`config.mk`:
```
export PLATFORM = sky130hd
export DESIGN_NAME = irq_log_top
export DESIGN_NICKNAME = d
export VERILOG_FILES = /design/src/rtl/irq_log_pkg.sv /design/src/rtl/irq_src_latch.sv /design/src/rtl/irq_arbiter.sv /design/src/rtl/irq_log_ctrl.sv /design/src/rtl/irq_pend_reg.sv /design/src/rtl/irq_log_top.sv
export SDC_FILE = /design/constraint.sdc
export NUM_CORES = 1
export LEC_CHECK = 0
export BUFFER_PORTS_ARGS = -buffer_cell sky130_fd_sc_hd__buf_2
export CAP_MARGIN = 20
export CORE_MARGIN = 2
export CORE_UTILIZATION = 28
export CTS_BUF_LIST = sky130_fd_sc_hd__clkbuf_4 sky130_fd_sc_hd__clkbuf_8 sky130_fd_sc_hd__clkbuf_16
export CTS_CLUSTER_SIZE = 16
export DETAILED_ROUTE_END_ITERATION = 10
export PLACE_DENSITY_LB_ADDON = 0.3
export SYNTH_ARGS = -nofsm -noshare
export SYNTH_HDL_FRONTEND = slang
export SYNTH_SLANG_ARGS = --single-unit
```
`constraint.sdc`:
```
create_clock -name clk_i -period 2.85 [get_ports clk_i]
set_input_delay 0.4275 -clock clk_i [delete_from_list [all_inputs] [get_ports clk_i]]
set_output_delay 0.4275 -clock clk_i [all_outputs]
set_load 0.1 [all_outputs]
```
`src/rtl/irq_log_pkg.sv`:
```
package irq_log_pkg;
  localparam int NUM_SRC = 5;
  localparam int WORD_W  = 16;
  localparam int CODE_W  = 3;
  typedef enum logic [CODE_W-1:0] {
    SRC_HW  = 3'd0,
    SRC_BC  = 3'd1,
    SRC_MON = 3'd2,
    SRC_RT1 = 3'd3,
    SRC_RT2 = 3'd4
  } src_e;
endpackage

```
`src/rtl/irq_src_latch.sv`:
```
module irq_src_latch #(
  parameter int ID_W = 13
) (
  input  logic            clk_i,
  input  logic            rst_ni,
  input  logic            evt_i,
  input  logic [ID_W-1:0] id_i,
  input  logic            grant_i,
  output logic            full_o,
  output logic [ID_W-1:0] id_o
);
  logic            full_q;
  logic [ID_W-1:0] id_q;
  logic            take;

  assign take = evt_i && (!full_q || grant_i);

  always_ff @(posedge clk_i or negedge rst_ni) begin
    if (!rst_ni) begin
      full_q <= 1'b0;
      id_q   <= '0;
    end else if (take) begin
      full_q <= 1'b1;
      id_q   <= id_i;
    end else if (grant_i) begin
      full_q <= 1'b0;
    end
  end

  assign full_o = full_q;
  assign id_o   = id_q;


  held_id_chk: assert property (@(posedge clk_i) disable iff (!rst_ni)
    (full_q && !grant_i) |=> (full_q && $stable(id_q)));
endmodule

```
`src/rtl/irq_arbiter.sv`:
```
module irq_arbiter #(
  parameter int N = 5,
  localparam int IDX_W = $clog2(N)
) (
  input  logic             clk_i,
  input  logic             rst_ni,
  input  logic [N-1:0]     req_i,
  output logic [N-1:0]     grant_o,
  output logic [IDX_W-1:0] idx_o,
  output logic             any_o
);
  logic found;

  // lowest index has highest priority
  always_comb begin
    grant_o = '0;
    idx_o   = '0;
    found   = 1'b0;
    for (int i = 0; i < N; i++) begin
      if (req_i[i] && !found) begin
        found      = 1'b1;
        grant_o[i] = 1'b1;
        idx_o      = IDX_W'(i);
      end
    end
  end

  assign any_o = found;


  grant_onehot_chk: assert property (@(posedge clk_i) disable iff (!rst_ni)
    $onehot0(grant_o) && ((grant_o & ~req_i) == '0));

  grant_low_chk: assert property (@(posedge clk_i) disable iff (!rst_ni)
    req_i[0] |-> grant_o[0]);
endmodule

```
`src/rtl/irq_log_ctrl.sv`:
```
module irq_log_ctrl #(
  parameter int LOG_WORDS = 64,
  parameter int CNT_W     = 16,
  localparam int ADDR_W   = $clog2(LOG_WORDS),
  localparam int ENT_W    = ADDR_W - 1
) (
  input  logic              clk_i,
  input  logic              rst_ni,
  input  logic              we_i,
  input  logic              srv_i,
  output logic [ADDR_W-1:0] addr_o,
  output logic [CNT_W-1:0]  cnt_o,
  output logic [CNT_W-1:0]  cnt_next_o
);
  localparam logic [CNT_W-1:0] CNT_MAX = {CNT_W{1'b1}};

  logic [ENT_W-1:0] ptr_q;
  logic [CNT_W-1:0] cnt_q, cnt_base, cnt_inc, cnt_d;

  assign cnt_base = srv_i ? '0 : cnt_q;
  assign cnt_inc  = (cnt_base == CNT_MAX) ? CNT_MAX : cnt_base + 1'b1;
  assign cnt_d    = we_i ? cnt_inc : cnt_base;

  always_ff @(posedge clk_i or negedge rst_ni) begin
    if (!rst_ni) begin
      ptr_q <= '0;
      cnt_q <= '0;
    end else begin
      cnt_q <= cnt_d;
      if (we_i) ptr_q <= ptr_q + 1'b1;
    end
  end

  assign addr_o     = {ptr_q, 1'b0};
  assign cnt_o      = cnt_q;
  assign cnt_next_o = cnt_inc;


  ptr_step_chk: assert property (@(posedge clk_i) disable iff (!rst_ni)
    we_i |=> (addr_o == ADDR_W'($past(addr_o) + 2)));

  ptr_hold_chk: assert property (@(posedge clk_i) disable iff (!rst_ni)
    !we_i |=> $stable(addr_o));

  cnt_sat_chk: assert property (@(posedge clk_i) disable iff (!rst_ni)
    (cnt_q == CNT_MAX && !srv_i) |=> (cnt_q == CNT_MAX));

  srv_clr_chk: assert property (@(posedge clk_i) disable iff (!rst_ni)
    (srv_i && !we_i) |=> (cnt_q == '0));
endmodule

```
`src/rtl/irq_pend_reg.sv`:
```
module irq_pend_reg #(
  parameter int HW_W   = 8,
  parameter int CNT_W  = 16,
  parameter int WORD_W = 16,
  localparam int PEND_W = 3 + HW_W
) (
  input  logic              clk_i,
  input  logic              rst_ni,
  input  logic              hw_evt_i,
  input  logic [HW_W-1:0]   hw_cause_i,
  input  logic [3:0]        term_evt_i,
  input  logic              srv_i,
  input  logic              rd_i,
  input  logic              addr_i,
  input  logic [CNT_W-1:0]  cnt_i,
  output logic [PEND_W-1:0] pend_o,
  output logic [WORD_W-1:0] rdata_o
);
  logic [2:0]        term_q, term_set;
  logic [HW_W-1:0]   hw_q, hw_set;
  logic [PEND_W-1:0] pend;
  logic              hw_clr;
  logic [WORD_W+PEND_W-1:0] pend_ext;
  logic [WORD_W+CNT_W-1:0]  cnt_ext;

  // rt1 and rt2 share bit 2
  assign term_set = {term_evt_i[3] | term_evt_i[2], term_evt_i[1], term_evt_i[0]};
  assign hw_set   = hw_evt_i ? hw_cause_i : '0;
  assign hw_clr   = rd_i && !addr_i;
  assign pend     = {hw_q, term_q};
  assign pend_ext = {{WORD_W{1'b0}}, pend};
  assign cnt_ext  = {{WORD_W{1'b0}}, cnt_i};

  always_ff @(posedge clk_i or negedge rst_ni) begin
    if (!rst_ni) begin
      term_q  <= '0;
      hw_q    <= '0;
      rdata_o <= '0;
    end else begin
      term_q <= (srv_i ? 3'b000 : term_q) | term_set;
      hw_q   <= (hw_clr ? '0 : hw_q) | hw_set;
      if (rd_i) rdata_o <= addr_i ? cnt_ext[WORD_W-1:0] : pend_ext[WORD_W-1:0];
    end
  end

  assign pend_o = pend;


  hw_clr_chk: assert property (@(posedge clk_i) disable iff (!rst_ni)
    (hw_clr && !hw_evt_i) |=> (pend_o[PEND_W-1:3] == '0));

  term_clr_chk: assert property (@(posedge clk_i) disable iff (!rst_ni)
    (srv_i && term_evt_i == 4'b0) |=> (pend_o[2:0] == 3'b000));
endmodule

```
`src/rtl/irq_log_top.sv`:
```
module irq_log_top
  import irq_log_pkg::*;
#(
  parameter int NUM_TERM  = 4,
  parameter int HW_W      = 8,
  parameter int LOG_WORDS = 64,
  parameter int CNT_W     = 16,
  localparam int ID_W     = WORD_W - CODE_W,
  localparam int ADDR_W   = $clog2(LOG_WORDS),
  localparam int PEND_W   = 3 + HW_W,
  localparam int NSRC     = NUM_TERM + 1,
  localparam int IDX_W    = $clog2(NSRC)
) (
  input  logic                   clk_i,
  input  logic                   rst_ni,
  input  logic                   hw_evt_i,
  input  logic [HW_W-1:0]        hw_cause_i,
  input  logic [ID_W-1:0]        hw_id_i,
  input  logic [NUM_TERM-1:0]    term_evt_i,
  input  logic [NUM_TERM*ID_W-1:0] term_id_i,
  input  logic                   srv_i,
  input  logic                   reg_rd_i,
  input  logic                   reg_addr_i,
  output logic                   log_we_o,
  output logic [ADDR_W-1:0]      log_addr_o,
  output logic [WORD_W-1:0]      log_word0_o,
  output logic [WORD_W-1:0]      log_word1_o,
  output logic [CNT_W-1:0]       evt_cnt_o,
  output logic                   irq_o,
  output logic [PEND_W-1:0]      pend_o,
  output logic [WORD_W-1:0]      reg_rdata_o
);
  logic [NSRC-1:0]      evt, full, grant;
  logic [ID_W-1:0]      id_in [NSRC];
  logic [ID_W-1:0]      id_q  [NSRC];
  logic [IDX_W-1:0]     win;
  logic                 any;
  logic [CNT_W-1:0]     cnt_next;
  logic [WORD_W+CNT_W-1:0] cnt_ext;

  // index 0 is hardware; terminal k sits at k+1, matching its source code
  assign evt   = {term_evt_i, hw_evt_i};
  assign id_in[0] = hw_id_i;

  for (genvar k = 0; k < NUM_TERM; k++) begin : g_tid
    assign id_in[k+1] = term_id_i[k*ID_W +: ID_W];
  end

  for (genvar s = 0; s < NSRC; s++) begin : g_src
    irq_src_latch #(.ID_W(ID_W)) i_latch (
      .clk_i  (clk_i),
      .rst_ni (rst_ni),
      .evt_i  (evt[s]),
      .id_i   (id_in[s]),
      .grant_i(grant[s]),
      .full_o (full[s]),
      .id_o   (id_q[s])
    );
  end

  irq_arbiter #(.N(NSRC)) i_arb (
    .clk_i  (clk_i),
    .rst_ni (rst_ni),
    .req_i  (full),
    .grant_o(grant),
    .idx_o  (win),
    .any_o  (any)
  );

  irq_log_ctrl #(.LOG_WORDS(LOG_WORDS), .CNT_W(CNT_W)) i_ctrl (
    .clk_i     (clk_i),
    .rst_ni    (rst_ni),
    .we_i      (any),
    .srv_i     (srv_i),
    .addr_o    (log_addr_o),
    .cnt_o     (evt_cnt_o),
    .cnt_next_o(cnt_next)
  );

  irq_pend_reg #(.HW_W(HW_W), .CNT_W(CNT_W), .WORD_W(WORD_W)) i_pend (
    .clk_i     (clk_i),
    .rst_ni    (rst_ni),
    .hw_evt_i  (hw_evt_i),
    .hw_cause_i(hw_cause_i),
    .term_evt_i(term_evt_i[3:0]),
    .srv_i     (srv_i),
    .rd_i      (reg_rd_i),
    .addr_i    (reg_addr_i),
    .cnt_i     (evt_cnt_o),
    .pend_o    (pend_o),
    .rdata_o   (reg_rdata_o)
  );

  assign cnt_ext     = {{WORD_W{1'b0}}, cnt_next};
  assign log_we_o    = any;
  assign log_word0_o = {id_q[win], CODE_W'(win)};
  assign log_word1_o = cnt_ext[WORD_W-1:0];
  assign irq_o       = (evt_cnt_o != '0);


  irq_rise_chk: assert property (@(posedge clk_i) disable iff (!rst_ni)
    log_we_o |=> irq_o);

  rec_code_chk: assert property (@(posedge clk_i) disable iff (!rst_ni)
    log_we_o |-> (log_word0_o[CODE_W-1:0] < CODE_W'(NSRC)));
endmodule

```
## After elaboration in Yosys (flattened, before gate mapping)

Index checks and enable logic that the tools add are counted.

- Bits in registers: 118
- Input port bits: 83
- Output and inout port bits: 83

- Add/sub/neg operators: 2
- Order comparisons: 1
- Eq/ne operators: 1
- Mux-type cells: 33
- Bitwise logic cells: 4
- Reductions and logical operators: 31

Operator list:

| cell | number |
|---|---|
| 2-to-1 mux 16 bit | 4 |
| binary-select mux 13 bit (select 3 bit) | 1 |
| 2-to-1 mux 13 bit | 2 |
| 2-to-1 mux 1 bit | 20 |
| adder 16 x 1 -> 16 bit, second input constant | 1 |
| equality test 16 bit, second input constant | 1 |
| 2-to-1 mux 8 bit | 2 |
| nonzero test 16 bit | 1 |
| logical AND 1 bit | 10 |
| zero test 1 bit | 10 |
| nonzero test 2 bit | 5 |
| OR 8 bit | 1 |
| 2-to-1 mux 3 bit | 2 |
| adder 5 x 1 -> 5 bit, second input constant | 1 |
| logical OR 1 bit | 5 |
| >= comparator 4 bit, second input constant | 1 |
| 2-to-1 mux 2 bit | 2 |
| NOT 3 -> 4 bit | 1 |
| OR 3 bit | 1 |
| OR 1 bit | 1 |

## Longest topological paths before layout

Gate-level depths: netlist (run 1).

- Depth in word-level cells: 17
- Mapped depth: 9

## Modules after synthesis

A second synthesis (run 1) with hierarchy kept.

- Cell total of the unflattened synthesis: 500
- Area, all modules: 6228.5 sq um

By module, submodules not included:

| module | instances | cells each | area each (sq um) |
|---|---|---|---|
| irq_src_latch | 5 | 31 | 586.8 |
| irq_log_ctrl | 1 | 168 | 1501.4 |
| irq_pend_reg | 1 | 96 | 1131.1 |
| irq_log_top | 1 | 68 | 578.1 |
| irq_arbiter | 1 | 13 | 83.8 |

## Least setup slack after synthesis (run 1)

Ideal clock, no wire load.

- Path type: register to output
- Start: register i_ctrl.cnt_q[0], in the netlist i_ctrl.cnt_o[0]
- End: output port log_word1_o[15]
- Arrival time: 4473 ps
- Data required time: 2423 ps
- Slack: -2051 ps
- Stages on the path, launching flop included: 7
- Buffers on the path: 0
- Cells stage by stage: dfrtp_1 nor2b_1 ha_1 nand3_2 nor4_4 and4b_1 nor3_1

- Longest elaborated chain between the ends: 3
- Elaborated cells on any way between the ends: 4
- Classes of those cells: add/sub (1); eq/ne (1); mux (2)

RTL lines:

| element | RTL line | text |
|---|---|---|
| start, declared | irq_log_ctrl.sv:18 | `logic [CNT_W-1:0] cnt_q, cnt_base, cnt_inc, cnt_d;` |
| start signal, assigned | irq_log_ctrl.sv:29 | `cnt_q <= cnt_d;` |
| 2-to-1 mux 16 bit * | irq_log_ctrl.sv:20 | `assign cnt_base = srv_i ? '0 : cnt_q;` |
| adder 16 x 1 -> 16 bit / equality test 16 bit (equally long branches) | irq_log_ctrl.sv:21 | `assign cnt_inc = (cnt_base == CNT_MAX) ? CNT_MAX : cnt_base + 1'b1;` |
| 2-to-1 mux 16 bit * | irq_log_ctrl.sv:21 |  |
| end, declared | irq_log_top.sv:27 | `output logic [WORD_W-1:0] log_word1_o,` |

Mark *: on every way between the ends. The rest lies on a longest branch, timed or not.

## Final worst setup path (run 1)

- Start: register i_ctrl.cnt_q[0], in the netlist i_ctrl.cnt_o[0]
- End: output port log_word1_o[13]

Same word-level chain as after synthesis.

==> results of run 1 <==
==> synth_stat cells (2+ instances only) <==
master      n
inv_1      27
nor3_1      4
ha_1        2
nor4_1      8
xor2_1      3
clkbuf_1   19
mux2i_1    27
a41oi_1     2
o21ai_0    25
xnor2_1    14
buf_2       9
a211o_1     2
nand2b_1    7
a31oi_1     7
nor4_2      2
and3_1      2
buf_4       3
nand2_1    34
a22o_1      8
a21o_1      5
dfrtp_1   118
buf_6       4
a21oi_1    20
nand3_1    11
buf_1       2
mux2_2     42
nand4b_1    4
nand4_1     7
nand3b_1    3
mux2_4     10
nor2_1     33
a211oi_1   40
nor2b_1     9
==> state kept, by name, indices dropped and copies added (netlist names) <==
signal / flops
i_pend.hw_q: 8
g_src.i_latch.id_o: 65
i_ctrl.ptr_q: 5
i_ctrl.cnt_o: 16
g_src.i_latch.full_o: 5
i_pend.term_q: 3
i_pend.rdata_o: 16
==> cell usage in the layout (no fill, tap or decap), types with 3 or more instances in the layout <==
cell / synthesis / layout
a211oi_1: 40 / 27
a211oi_2: 0 / 12
a21o_1: 5 / 5
a21oi_1: 20 / 20
a22o_1: 8 / 8
a31oi_1: 7 / 7
buf_12: 0 / 33
buf_2: 9 / 133
buf_4: 3 / 22
clkbuf_16: 0 / 17
clkbuf_4: 0 / 3
clkbuf_8: 0 / 5
clkinv_2: 0 / 3
dfrtp_1: 118 / 107
dfrtp_2: 0 / 9
inv_1: 27 / 27
mux2_2: 42 / 42
mux2_4: 10 / 10
mux2i_1: 27 / 26
nand2_1: 34 / 23
nand2_4: 1 / 8
nand2_8: 0 / 3
nand2b_1: 7 / 6
nand3_1: 11 / 10
nand3b_1: 3 / 3
nand4_1: 7 / 7
nand4b_1: 4 / 4
nor2_1: 33 / 33
nor2b_1: 9 / 8
nor4_1: 8 / 7
o21ai_0: 25 / 22
xnor2_1: 14 / 14
xor2_1: 3 / 3
==> worst max-delay path, delay by kind of cell (launching register included) <==
family | cells | cell delay, ns
DFF | 1 | 0.40
muxes | 1 | 0.38
and+or+nand+nor | 3 | 0.78
buffers and inverters | 2 | 0.33
==> through the flow <==
step / setup WS, ns / utilization, %
floorplan: -0.303 / -
global placement: 0.188 / 37.9
detailed placement: 0.165 / 37.9
CTS: 0.0341 / 41.0
global route: 0.0158 / 41.1
finish: 0.125 / 41.1
==> report_power, final <==
part | total [mW] | switching [mW] | leakage (nW) | internal [mW]
clock | 2.09 | 0.753 | 0.290 | 1.34
sequential | 1.99 | 0.107 | 1.44 | 1.88
combinational | 1.43 | 0.965 | 2.20 | 0.465
total | 5.51 | 1.83 | 3.93 | 3.68
==> timing repair <==
item                                   4_1_cts  5_1_grt
setup endpoints to repair                   17       20
endpoints found under the hold margin       30        0
setup buffers                                4        0
hold buffers                                 1        0
pin swaps                                    2        1
gates resized for setup                      2        3
==> cell families (layout without fill, tap and decap cells) <==
group | count (synthesis) | after routing | share of synthesized area (%)
AND/OR/NAND/NOR | 135 | 135 | 12.6
flip-flops | 118 | 118 | 50.6
AO/OA/AOI/OAI | 117 | 117 | 13.4
multiplexers | 79 | 79 | 15.3
buffers and inverters | 65 | 249 | 5.08
XOR/XNOR | 17 | 17 | 2.55
adder cells (fa/ha/maj) | 2 | 2 | 0.429
other | 1 | 2 | 0.0643
==> layer usage <==
layer | vias to the layer above | track usage [%] | part of all wire, %
li1 | 2249 | - | -
met1 | 2259 | 20.0 | 43
met3 | 19 | 7.64 | 9.1
met5 | - | 0 | 0.23
met4 | 6 | 3.90 | 0.66
met2 | 169 | 25.4 | 47
==> worst min-delay path by stage <==
| stage | to | slack [ns] |
|---|---|---|
| after floorplan | g_src[0].i_latch.full_o | 0.13 |
| final | g_src[1].i_latch.id_o[8] | 0.22 |
| after detailed placement | i_ctrl.cnt_o[11] | 0.42 |
| after global placement | i_ctrl.cnt_o[11] | 0.42 |
| after CTS | g_src[1].i_latch.id_o[7] | 0.19 |
| after global routing | g_src[1].i_latch.id_o[6] | 0.20 |
==> final cells by class <==
type                            instances  area, µm²
Antenna cell                            1       2.50
Clock buffer                           25        517
Clock inverter                          7       68.8
Fill cell                            1955      12000
Inverter                               28        105
Multi-Input combinational cell        351       2860
Sequential cell                       118       2970
Tap cell                              270        338
Timing Repair Buffer                  189       1500
==> run_results.csv, run 1 <==
group,metric,value,unit
critical_path,reg2reg_from,"g_src[1].i_latch.full_o",
critical_path,timing.rr.end,"i_ctrl.cnt_o[15]",
synthesis,synth.distinct_cells,54,
detailed_routing,wl_per_cell,17.4,µm
synthesis,synth_nets,619,
sta,setup_viol,0,
synthesis,ys_ff_latch,118,
grt,grt_pass1_wl,27000,µm
clock_tree,cts_buffers,17,
clock_tree,clock_latency,0.41,ns
detailed_routing,antenna_left,0,
detailed_routing,routed-via-count,4702,
critical_path,cp_slowest_stage_delay,0.45,ns
placement,place.gp.congestion,0.812,
critical_path,path_cells,"buf_4, nand4b_1, nor4_4, mux2i_1, nand2_4, buf_12",
run,max_cap_violations,0,
grt,gr-total-overflow,0,
clock_tree,numClockSinks,118,
floorplanning,num_rows,52,
critical_path,slowest_stage,"nor4_4",
critical_path,reg2reg_slack,0.68,ns
outcome,status,"finished, final reports clean",
clock_tree,cts_tree,"done",
floorplanning,die_w,148,µm
floorplanning,die_area,0.0220,mm²
power,p_leak,3.93,nW
synthesis,ys_warn_count,0,
sta,rsz0062_at_grt,"false",
critical_path,endpoint,"log_word1_o[13]",
power,ir_drop,0.419,mV
detailed_routing,first_pass_iters,4,
grt,grt_antenna_before_repair,4,
final_layout,final_net_count,790,
clock_tree,cts.htree.levels,4,
synthesis,synth_top_area_share,50.6,%
final_layout,finalInstanceArea,0.00837,mm²
critical_path,cp_max_fo,6,
synthesis,synth_edf_count,0,
detailed_routing,vias_per_cell,4.75,
sta,fmax,367,MHz
critical_path,endpoint_kind,"primary output",
placement,dp_hpwl,12700,µm
worst_hold_path,hold_path.class,"in -> reg",
critical_path,critPathArrivalTime,2.30,ns
floorplanning,die_h,148,µm
sta,fin_crit_sh,95.6,%
sta,period_needed,2.73,ns
critical_path,worst_setup_path_start_kind,"register",
critical_path,startpoint,"i_ctrl.cnt_o[0]",
final_layout,layout-drive-gt1-share,45.8,%
final_layout,syn_to_final_growth,43.4,%
grt,track_usage,16.1,%
critical_path,reg2reg_depth,7,
clock_tree,clk_pin_slew,0.05,ns
detailed_routing,drt_wl_total,17200,µm
detailed_routing,drc_errors,0,
synthesis,ys.flop_type,"dfrtp_1",
synthesis,synth_top_area_cell,"dfrtp_1",
synthesis,synthTopCellsByArea,"dfrtp_1, mux2_2, a211oi_1",
sta,slew_headroom,51.4,%
sta,final.setup.tns,0,ns
placement,dpl_cell_area,0.00771,mm²
synthesis,netlist_instances,534,
power,cellPowerDensity,658,mW/mm²
synthesis,synth.avg_cell_area,10.9,µm²
floorplanning,coreArea,0.0204,mm²
floorplanning,io_pins,166,
critical_path,crit_type,"reg -> out",
critical_path,critPathRequiredTime,2.42,ns
sta,hold_violations,0,
floorplanning,start_util,28.7,%
worst_hold_path,whs_path_depth,3,
clock_tree,ctsRootBufferMaster,"clkbuf_16",
placement,place_inst,951,
placement,io_buffers,164,
sta,worstMarginPinSlew,0.720,ns
synthesis,synth_area,0.00584,mm²
clock_tree,clockBufferDepth,2,
grt,grt_max_degree,43,
worst_hold_path,hp-start,"term_id_i[8]",
final_layout,stdcell_count,989,
sta,hold_slack,0.218,ns
sta,drv_slew,0,
sta,skew,0.0113,ns
power,power,5.51,mW
synthesis,yosysSeqAreaShare,50.6,%
detailed_routing,first_iter_violations,177,
grt,grt_pass1_vias,4702,
synthesis,async_reset_ff_share,100,%
No activity file was read; power rests on OpenSTA's default activity.
==> run 2, diff against run 1 <==
--- a/config.mk
+++ b/config.mk
@@ -5,8 +5,11 @@
 export SDC_FILE = /design/constraint.sdc
 export NUM_CORES = 1
 export LEC_CHECK = 0
+export ABC_CLOCK_PERIOD_IN_PS = 2850
 export BUFFER_PORTS_ARGS = -buffer_cell sky130_fd_sc_hd__buf_2
 export CAP_MARGIN = 20
+export CELL_PAD_IN_SITES_DETAIL_PLACEMENT = 1
+export CELL_PAD_IN_SITES_GLOBAL_PLACEMENT = 1
 export CORE_MARGIN = 2
 export CORE_UTILIZATION = 28
 export CTS_BUF_LIST = sky130_fd_sc_hd__clkbuf_4 sky130_fd_sc_hd__clkbuf_8 sky130_fd_sc_hd__clkbuf_16
==> run 2 against run 1 <==
Net effect:
- critical path depth increased by 1
- non-clock buffer count increased by 1
- sequential share of layout area is 0.21 points lower
- clock power is 6% higher
- core utilization grew 0.25 points
- maximum frequency decreased by 1.0%
- worst hold slack lost 0.22 ns
- combinational power about the same
- design area grew 0.60%
- power rose by 2.4%
- clock skew barely moved
==> run_results.csv, run 2 (synthesized netlist as in run 1, its figures left out) <==
group,metric,value,unit
outcome,status,"finished, final reports clean",
clock_tree,clockBufferDepth,2,
clock_tree,cts_tree,"done",
detailed_routing,drt_wl_total,19000,µm
clock_tree,clk_pin_slew,0.06,ns
critical_path,startpoint,"i_ctrl.cnt_o[0]",
detailed_routing,wl_per_cell,19.2,µm
sta,fmax,363,MHz
final_layout,syn_to_final_growth,44.2,%
floorplanning,io_pins,166,
clock_tree,holdBufCountCts,0,
floorplanning,die_h,148,µm
floorplanning,num_rows,52,
final_layout,antenna_cells,0,
power,ir_drop,0.340,mV
final_layout,stdcell_count,989,
sta,fin_crit_sh,96.6,%
final_layout,layout-drive-gt1-share,47.0,%
final_layout,largest_register_ffs,65,
detailed_routing,wl_met1,8220,µm
grt,track_usage,17.8,%
power,p_leak,3.92,nW
critical_path,cp_slowest_stage_delay,0.41,ns
sta,setup_viol,0,
clock_tree,cts_buffers,17,
detailed_routing,routed-via-count,4846,
critical_path,critPathArrivalTime,2.33,ns
detailed_routing,top_layer_used,"met5",
placement,place.gp.congestion,0.856,
sta,worstMarginPinSlew,0.936,ns
critical_path,path_cells,"buf_4, nand4b_1, nor4_2, buf_4, mux2i_2, nand2_4, buf_12",
sta,final.setup.tns,0,ns
floorplanning,die_area,0.0220,mm²
grt,grt_pass1_wl,30000,µm
final_layout,final_common_cell,"buf_2",
critical_path,critPathRequiredTime,2.42,ns
worst_hold_path,hold_path.class,"in -> async",
detailed_routing,antenna_left,0,
grt,gr-total-overflow,0,
sta,period_needed,2.75,ns
power,cellPowerDensity,670,mW/mm²
final_layout,final_net_count,791,
clock_tree,clock_latency,0.42,ns
detailed_routing,vias_per_cell,4.90,
run,max_cap_violations,0,
floorplanning,coreArea,0.0204,mm²
placement,dp_hpwl,14200,µm
critical_path,crit_type,"reg -> out",
floorplanning,die_w,148,µm
critical_path,endpoint_kind,"primary output",
critical_path,cp_common_cell,"buf_4",
final_layout,fillCellCount,2238,
grt,grt_antenna_before_repair,1,
grt,grt_max_degree,44,
critical_path,reg2reg_from,"i_ctrl.cnt_o[1]",
critical_path,cp_max_fo,7,
sta,drv_slew,0,
detailed_routing,first_iter_violations,183,
detailed_routing,met2RoutedLength,9520,µm
sta,slew_headroom,36.8,%
critical_path,worst_setup_path_start_kind,"register",
detailed_routing,drc_errors,0,
clock_tree,numClockSinks,118,
sta,hold_violations,0,
final_layout,final_cell_mix,"buf_2, dfrtp_1, mux2_2, nor2_1, buf_12",
placement,place_inst,949,
final_layout,final_util,41.3,%
final_layout,layout.area.seq,0.00297,mm²
sta,skew,0.0110,ns
detailed_routing,first_pass_iters,4,
detailed_routing,wl_met3,676,µm
final_layout,multi_input_area,0.00289,mm²
clock_tree,ctsRootBufferMaster,"clkbuf_16",
sta,rsz0062_at_grt,"false",
critical_path,slowest_stage,"dfrtp_4",
clock_tree,cts.htree.levels,4,
placement,io_buffers,164,
grt,grt_pass1_vias,5286,
floorplanning,start_util,28.7,%
==> run 2: cell types whose count changed in the layout (fill, tap and decap cells not counted), moves of 2 or more <==
| cell | delta |
|---|---|
| clkbuf_4 | -3 |
| nor4_2 | +2 |
| clkbuf_8 | -4 |
| inv_6 | +3 |
| bufinv_16 | +2 |
| nor4_1 | -2 |
| clkinv_4 | +2 |
| buf_4 | +3 |
==> run 2: metrics by stage <==
step	power, mW	setup slack (ns)	instance area [µm²]	hold slack, ns
2_1_floorplan	3.00	-0.303	6100	0.132
3_3_place_gp	3.42	0.257	7680	0.455
3_5_place_dp	3.46	0.199	7680	0.463
4_1_cts	5.73	0.0136	8370	0.0108
5_1_grt	5.90	0.000653	8420	0.0153
6_report	5.64	0.0962	8420	0.00110
==> run 2: path summary, 6_finish.rpt <==
check,slack (ns),to,cells past startpoint
setup / recovery,0.1,log_word1_o[13],7
hold / removal,0.001,i_pend.rdata_o[5],1
setup reg to reg,0.48,i_ctrl.cnt_o[6],8
hold reg to reg,0.47,i_ctrl.ptr_q[4],1
max in group asynchronous,2.21,g_src[2].i_latch.id_o[8],2
min in group clk_i,0.22,g_src[1].i_latch.id_o[10],3
==> run 2: final cells by class <==
class | instances | share of cell area, %
clock buffer | 18 | 5.22
clock inverter | 14 | 2.08
inverter | 28 | 1.25
multi-input combinational | 351 | 34.4
sequential | 118 | 35.3
tap | 270 | 4.01
timing repair buffer | 190 | 17.7
==> run 2: per-layer routing <==
metal	track usage, %	up-vias
met4	7.71	2
met3	3.01	36
li1	-	2252
met1	22.8	2433
met5	0	-
met2	29.6	123
==> run 2: what timing repair did <==
| item | CTS | global route |
|---|---|---|
| pin swaps | 1 | 6 |
| setup buffers | 6 | 2 |
| gates resized for setup | 6 | 7 |
| gates cloned | 0 | 0 |
| setup endpoints to repair | 25 | 22 |
==> run 2: power by group <==
| group | switching [mW] | leakage, nW | internal [mW] |
|---|---|---|---|
| Sequential | 0.114 | 1.44 | 1.88 |
| Clock | 0.809 | 0.293 | 1.41 |
| Combinational | 0.975 | 2.19 | 0.461 |
==> run 2: critical path, delay by kind of cell (launching register included) <==
| family | cells | cell delay [ns] |
|---|---|---|
| muxes | 1 | 0.31 |
| and+or+nand+nor | 3 | 0.66 |
| DFF | 1 | 0.41 |
| buffers and inverters | 3 | 0.52 |
==> run 3, diff against run 2 <==
--- a/config.mk
+++ b/config.mk
@@ -10,6 +10,7 @@
 export CAP_MARGIN = 20
 export CELL_PAD_IN_SITES_DETAIL_PLACEMENT = 1
 export CELL_PAD_IN_SITES_GLOBAL_PLACEMENT = 1
+export CORE_ASPECT_RATIO = 1.25
 export CORE_MARGIN = 2
 export CORE_UTILIZATION = 28
 export CTS_BUF_LIST = sky130_fd_sc_hd__clkbuf_4 sky130_fd_sc_hd__clkbuf_8 sky130_fd_sc_hd__clkbuf_16
==> run 3 against run 2 <==
Net effect:
- core utilization shrank 0.57 points
- combinational power about the same
- via count fell by 0.89%
- power increased by 1.5%
- largest power group unchanged
==> run_results.csv, run 3 (synthesized netlist as in run 1, its figures left out) <==
group,metric,value,unit
grt,grt_antenna_before_repair,2,
final_layout,largest_register_ffs,65,
power,pwr-share-seq,34.9,%
power,power,5.72,mW
critical_path,critPathArrivalTime,2.31,ns
floorplanning,die_w,133,µm
clock_tree,clk_pin_slew,0.06,ns
power,swShare,33.3,%
final_layout,final_net_count,788,
floorplanning,die_area,0.0220,mm²
detailed_routing,antenna_left,0,
placement,io_buffers,164,
floorplanning,io_pins,166,
grt,met3_usage,5.19,%
placement,place.gp.congestion,0.857,
power,cellPowerDensity,680,mW/mm²
critical_path,endpoint_kind,"primary output",
worst_hold_path,hold_path.class,"in -> async",
final_layout,final_common_cell,"buf_2",
sta,setup_viol,0,
sta,slew_headroom,42.7,%
detailed_routing,first_iter_violations,170,
grt,grt_pass1_vias,5397,
grt,gr-total-overflow,0,
outcome,status,"finished, final reports clean",
critical_path,reg2reg_slack,0.34,ns
sta,rsz0062_at_grt,"true",
critical_path,cp_max_fo,14,
detailed_routing,routed-via-count,4803,
clock_tree,numClockSinks,118,
floorplanning,coreArea,0.0207,mm²
sta,fin_crit_sh,96.0,%
critical_path,critPathRequiredTime,2.42,ns
power,combPwrFrac,24.8,%
detailed_routing,vias_per_cell,4.84,
sta,worst_slack,0.114,ns
sta,fmax,365,MHz
placement,place_ws,0.186,ns
sta,hold_violations,0,
critical_path,worst_setup_path_start_kind,"register",
final_layout,syn_to_final_growth,44.4,%
critical_path,reg2reg_depth,9,
grt,grt_pass1_wl,30000,µm
grt,grt_max_degree,60,
detailed_routing,drt_wl_total,18900,µm
grt,met1_usage,20.3,%
clock_tree,cts_tree,"done",
detailed_routing,first_pass_iters,4,
placement,dp_hpwl,14200,µm
floorplanning,num_rows,59,
critical_path,crit_type,"reg -> out",
detailed_routing,drc_errors,0,
power,p_leak,3.94,nW
final_layout,layout-drive-gt1-share,46.5,%
grt,met2_usage,32.3,%
clock_tree,cts.htree.levels,4,
run,max_cap_violations,0,
detailed_routing,wl_per_cell,19.0,µm
power,ir_drop,0.386,mV
sta,skew,0.00890,ns
power,p_int,3.82,mW
power,p_sw,1.91,mW
sta,drv_slew,0,
clock_tree,cts_buffers,17,
grt,track_usage,17.7,%
floorplanning,start_util,28.2,%
sta,worstMarginPinSlew,0.848,ns
clock_tree,ctsRootBufferMaster,"clkbuf_16",
grt,grt-busiest-layer,"met2",
floorplanning,die_h,165,µm
sta,period_needed,2.74,ns
clock_tree,clockBufferDepth,2,
power,clock_power_share,40.2,%
final_layout,final_cell_mix,"buf_2, dfrtp_1, mux2_2, buf_12, nor2_1",
clock_tree,clock_latency,0.41,ns
run 3: worst max-delay path, stage by stage, from the launching register on:
cell and delay (ns):
dfrtp_1 0.47, or4_4 0.65, or2_4 0.34, nor2_1 0.16
a211oi_2 0.07, buf_12 0.20
run 3: repair_timing:
action / in CTS / in global routing
pin swaps: 2 / 3
gates resized for setup: 5 / 7
setup buffers: 4 / 0
hold buffers: 0 / 0
hold endpoints to repair: 0 / 0
setup endpoints to repair: 16 / 29
run 3: metal layers:
layer | up-vias | wire [µm]
met2 | 134 | 9880
met1 | 2418 | 7640
li1 | 2235 | -
met5 | - | 13
met3 | 14 | 1130
met4 | 2 | 225
run 3: per-stage QoR:
stage	std cells	hold slack, ns	area [µm²]	TNS (ns)	util (%)
after detailed placement	954	0.461	7710	0	37.3
after global placement	954	0.458	7710	0	37.3
after CTS	990	0.133	8390	0	40.6
after floorplan	534	0.132	6100	-3.12	-
final	992	0.0966	8420	0	40.8
after global routing	991	0.148	8420	-0.0485	40.7
run 3: area by class of cell:
class                      count  area, µm²
tap                          274        343
fill                        2289      12200
antenna                        2       5.00
timing repair buffer         187       1490
multi-input combinational    351       2880
sequential                   118       2970
clock inverter                14        199
clock buffer                  18        433
inverter                      28        105
run 3: power groups by stage:
| stage | Clock, mW | Sequential (mW) | Combinational, mW |
|---|---|---|---|
| 2_1_floorplan | 0 | 2.29 | 0.717 |
| 3_3_place_gp | 0 | 2.01 | 1.41 |
| 3_5_place_dp | 0 | 2.03 | 1.43 |
| 4_1_cts | 2.37 | 2.00 | 1.44 |
| 5_1_grt | 2.45 | 2.03 | 1.50 |
| 6_report | 2.30 | 2.00 | 1.42 |
run 3: final timing paths:
check	startpoint	to
worst max-delay path	g_src[1].i_latch.full_o	log_word0_o[9]
worst min-delay path	rst_ni	i_ctrl.ptr_q[0]
worst max register to register	i_ctrl.cnt_o[1]	i_ctrl.cnt_o[2]
worst min register to register	i_ctrl.ptr_q[4]	i_ctrl.ptr_q[4]
max in group asynchronous	rst_ni	i_ctrl.cnt_o[10]
min in group clk_i	term_evt_i[0]	i_pend.term_q[0]
